### config.mk
export PLATFORM = sky130hd
export DESIGN_NAME = setdone_tracker
export DESIGN_NICKNAME = d
export VERILOG_FILES = /design/src/rtl/setdone_tracker.sv
export SDC_FILE = /design/constraint.sdc
export NUM_CORES = 2
export LEC_CHECK = 0
export BUFFER_PORTS_ARGS = -buffer_cell sky130_fd_sc_hd__buf_2
export CAP_MARGIN = 10
export CORE_ASPECT_RATIO = 0.5
export CORE_UTILIZATION = 25
export CTS_CLUSTER_SIZE = 28
export DETAILED_ROUTE_END_ITERATION = 16
export SLEW_MARGIN = 30
export SYNTH_ARGS = -nofsm -noshare
export SYNTH_HDL_FRONTEND = slang
export SYNTH_SLANG_ARGS = --single-unit
### constraint.sdc
create_clock -name clk -period 14 [get_ports clk]
set_input_delay 2.8 -clock clk [delete_from_list [all_inputs] [get_ports clk]]
set_output_delay 2.8 -clock clk [all_outputs]
set_load 0.01 [all_outputs]
### src/rtl/setdone_tracker.sv
module setdone_tracker #(
  parameter int SET_W = 6,
  parameter int CNT_W = 8
) (
  input  logic             clk,
  input  logic             rst_n,
  input  logic             val_vld,
  input  logic [SET_W-1:0] val_set,
  input  logic             op_vld,
  input  logic [SET_W-1:0] op_set,
  input  logic             res_vld,
  input  logic [SET_W-1:0] res_set,
  output logic             fin_vld,
  output logic [SET_W-1:0] fin_set
);
  localparam int SETS  = 1 << SET_W;
  localparam int BANKS = 3;

  logic [BANKS-1:0]            ev_vld;
  logic [BANKS-1:0][SET_W-1:0] ev_set;
  logic [BANKS-1:0]            st_vld;
  logic [BANKS-1:0][SET_W-1:0] st_set;
  logic [BANKS-1:0][CNT_W-1:0] own_w, chk_w, wr_dat;
  logic [BANKS-1:0]            wr_en;
  logic [CNT_W-1:0]            total;
  logic                        corr_val, corr_op;

  assign ev_vld = {res_vld, op_vld, val_vld};
  assign ev_set = {res_set, op_set, val_set};

  always_ff @(posedge clk) begin
    if (!rst_n) begin
      st_vld <= '0;
      st_set <= '0;
    end else begin
      st_vld <= ev_vld;
      st_set <= ev_set;
    end
  end

  assign corr_val = st_vld[0] && (st_set[0] == st_set[2]);
  assign corr_op  = st_vld[1] && (st_set[1] == st_set[2]);
  assign total    = chk_w[0] + chk_w[1] + chk_w[2]
                  + CNT_W'(corr_val) - CNT_W'(corr_op);
  assign fin_vld  = st_vld[2] && (total == CNT_W'(1));
  assign fin_set  = st_set[2];

  for (genvar k = 0; k < BANKS; k++) begin : bank
    logic signed [CNT_W-1:0] tab [SETS];
    logic        [CNT_W-1:0] own_q, chk_q;

    if (k == 0) begin : g_inc
      assign wr_en[k]  = st_vld[k];
      assign wr_dat[k] = own_q + CNT_W'(1);
    end else if (k == 1) begin : g_dec
      assign wr_en[k]  = st_vld[k];
      assign wr_dat[k] = own_q - CNT_W'(1);
    end else begin : g_rel
      assign wr_en[k]  = fin_vld;
      assign wr_dat[k] = own_q - CNT_W'(1);
    end

    always_ff @(posedge clk) begin
      if (!rst_n) begin
        for (int i = 0; i < SETS; i++) tab[i] <= '0;
        own_q <= '0;
        chk_q <= '0;
      end else begin
        if (wr_en[k]) tab[st_set[k]] <= wr_dat[k];
        own_q <= (wr_en[k] && st_set[k] == ev_set[k]) ? wr_dat[k] : tab[ev_set[k]];
        chk_q <= (wr_en[k] && st_set[k] == res_set)   ? wr_dat[k] : tab[res_set];
      end
    end

    assign own_w[k] = own_q;
    assign chk_w[k] = chk_q;
  end

  function automatic logic [CNT_W-1:0] msum(input logic [SET_W-1:0] s);
    return bank[0].tab[s] + bank[1].tab[s] + bank[2].tab[s];
  endfunction

  logic [CNT_W-1:0] sum_val_now, sum_op_now;
  assign sum_val_now = msum(st_set[0]);
  assign sum_op_now  = msum(st_set[1]);

  assert_incoming_adds_one_R2: assert property (@(posedge clk) disable iff (!rst_n)
    (st_vld == 3'b001) |=> (msum($past(st_set[0])) - $past(sum_val_now)) == CNT_W'(1));

  assert_launch_removes_one_R3: assert property (@(posedge clk) disable iff (!rst_n)
    (st_vld == 3'b010) |=> ($past(sum_op_now) - msum($past(st_set[1]))) == CNT_W'(1));

  assert_fin_follows_result_R4: assert property (@(posedge clk) disable iff (!rst_n)
    fin_vld |-> $past(res_vld) && fin_set == $past(res_set));

  assert_no_release_keeps_count_R5: assert property (@(posedge clk) disable iff (!rst_n)
    (st_vld[2] && !fin_vld) |=> msum($past(st_set[2])) == $past(total));

  assert_release_zeroes_set_R7: assert property (@(posedge clk) disable iff (!rst_n)
    fin_vld |=> msum($past(fin_set)) == '0);

  assert_fin_needs_result_R10: assert property (@(posedge clk) disable iff (!rst_n)
    !res_vld |=> !fin_vld);

  logic unused_own;
  assign unused_own = ^own_w;
endmodule

==> metrics.csv <==
metric;value;unit
drtIter0Drc;6189;
worst_ep_arrival_time;6100;ps
antenna_found_initial;5;
routed_wl;236000;um
maxCapViolations;0;
slowest_stage;dfxtp_1;
fin_crit_sh;0.636;
finalSetupTns;0;ps
synth_fp_nets;5572;
synth.distinct_cells;65;
antenna_left;0;
ctsHtreeMaxLevel;4;
clk_pin_slew;70;ps
core;313000;um2
cts_max_path_buffers;3;
tritoncts;yes;
path_common_cell;inv_1;
rsz0062_at_grt;no;
p_leak;29.1;nW
portBuffers;29;
ys_async_sr_fraction;0;
place_congestion;0.864;
worstMarginPinSlew;1090;ps
ys.flop_type;edfxtp_1;
hold_viol;0;
cts_resized;0;
synth-seq-cells;1597;
path_cells;inv_1 -> fa_1 -> inv_1 -> ha_1 -> fa_1 -> a211oi_1 -> or4_1 -> o2111ai_1 -> nor4_4 -> nand2_4 -> inv_1 -> buf_2;
drc;0;
max_freq;112;MHz
critPathRequiredTime;11200;ps
syn_to_final_growth;13.0;%
dp_hpwl;150000;um
num_rows;145;
dieArea;318000;um2
grt_pass1_vias;48900;
utilization;0.285;
start_util;0.252;
nNetsFinal;5394;
num_vias;49800;
wl_per_cell;24.4;um
post_synth.cell_area_avg;14.3;um2
yosysSeqAreaShare;0.600;
grt_usage;0.145;
cpPeakStageDelay;910;ps
slew_viol_final;0;
grt_max_degree;137;
skew;41.0;ps
worstSetupEndpointType;output pin;
die_y;399;um
vdd_drop_max;0.127;mV
crit_fanout;62;
relSlewSlack;0.273;
status;completed;
grt-ovfl-total;0;
cp-start-kind;register;
syn-instance-count;5524;
ios;30;
worstSkewPairLatency;830;ps
path_class;register to output pin;
via_per_inst;5.15;
synth_edf_count;1536;
cts_setup_buffers;0;
clkSinkCount;1597;
die_w;797;um
pwr_density_cell;128;nW/um2
hold_path.class;register to register;
period_needed;8900;ps
netlist_area;79000;um2
yosys_warnings;0;
dr.pass1.iters;7;
clockRootBuffer;clkbuf_16;
postCtsHoldBufs;0;
grt_pass1_wl;343000;um
drive_gt1_frac;0.226;
cts_buffers;168;
setup_violations;0;
-- worst max-delay path, delay by kind of cell, from the launching register on --
family,cells,cell delay (ps)
flops,1,910
compound gates,2,590
buf+inv,4,940
simple gates,3,1450
fa+ha+maj,3,1340
-- layout by cell type (no fill, tap or decap), drive strengths merged, types with 29 or more instances in the layout --
master  instances
inv            48
a21oi          42
nor3          182
o31ai          59
dfxtp          61
nor2         1422
clkinv         73
nand2         366
mux4          723
buf           164
clkbuf        216
nand3          30
mux2           29
xnor2          41
edfxtp       1536
mux2i          32
a22oi          86
-- Yosys cell counts, drive strengths merged, types with 12 or more instances --
library cell,number,area (um2)
nand2,366,1370
edfxtp,1536,46100
mux2i,32,320
o22ai,21,131
nand3,30,150
a22o,17,149
mux4,723,16300
o211ai,15,113
o221ai,12,105
buf,201,1110
inv,41,154
nand4,22,138
nor2,1422,5340
and2,26,163
ha,17,213
xnor2,41,359
a221oi,15,131
mux2,29,327
xor2,28,245
nor2b,14,87.6
nand2b,27,169
nor3b,12,90.1
nor3,182,911
clkbuf,312,1170
o31ai,59,443
a21oi,42,210
dfxtp,61,1220
a22oi,86,646
o21ai,23,115
nor4,12,87.6
-- metal layers --
metal | GRT usage | share of wire
met3 | 0.0233 | 0.091
met1 | 0.195 | 0.39
met5 | 0 | 0.000038
met2 | 0.236 | 0.48
met4 | 0.0541 | 0.038
-- where the power goes --
part           internal (mW)  leakage [nW]  switching, mW
combinational          0.490          10.1          0.970
sequential              5.39          16.4         0.0899
clock                   2.49          2.62           1.95
-- kinds of logic after synthesis --
| family | after synthesis | synth area share |
|---|---|---|
| AO/OA/AOI/OAI | 320 | 0.0291 |
| multiplexers | 784 | 0.214 |
| adder cells (fa/ha/maj) | 25 | 0.00472 |
| XOR/XNOR | 69 | 0.00765 |
| buffers and inverters | 555 | 0.0309 |
| AND/OR/NAND/NOR | 2174 | 0.114 |
| flip-flops | 1597 | 0.600 |
-- state kept, by name, indices dropped and copies added (netlist names) --
name and count:
bank.tab 1536, bank.chk_q 24, bank.own_q 16, st_set 12
fin_set 6, st_vld 3
-- final timing paths --
| path | startpoint | end | slack, ps | depth (start not counted) |
|---|---|---|---|---|
| min reg2reg | bank[1].own_q[7] | bank[1].tab[22][7] | 790 | 2 |
| max reg2reg | bank[2].chk_q[0] | bank[2].tab[0][7] | 7070 | 12 |
| max | bank[2].chk_q[0] | fin_vld | 5100 | 12 |
| min | bank[1].own_q[7] | bank[1].tab[22][7] | 790 | 2 |
-- final cells by class --
class / instances / area (um2)
clock buffer: 215 / 4470
clock inverter: 93 / 887
sequential: 1597 / 47300
multi-input combinational: 3372 / 29800
antenna: 1 / 2.50
inverter: 42 / 158
timing repair buffer: 165 / 1320
fill: 31400 / 224000
tap: 4189 / 5240
-- through the flow --
step                std cells  setup WS [ps]  hold WS [ps]  area [um2]  power, mW
detailed placement       9365           6110           784       83800       7.03
global route             9674           4940           824       89300       11.7
floorplan                5524           6860           716       79000       6.47
global placement         9362           5830           776       83600       7.01
CTS                      9673           5230           789       89100       11.4
finish                   9674           5100           793       89300       11.4
Note: power is estimated with default switching activity, not from simulation.
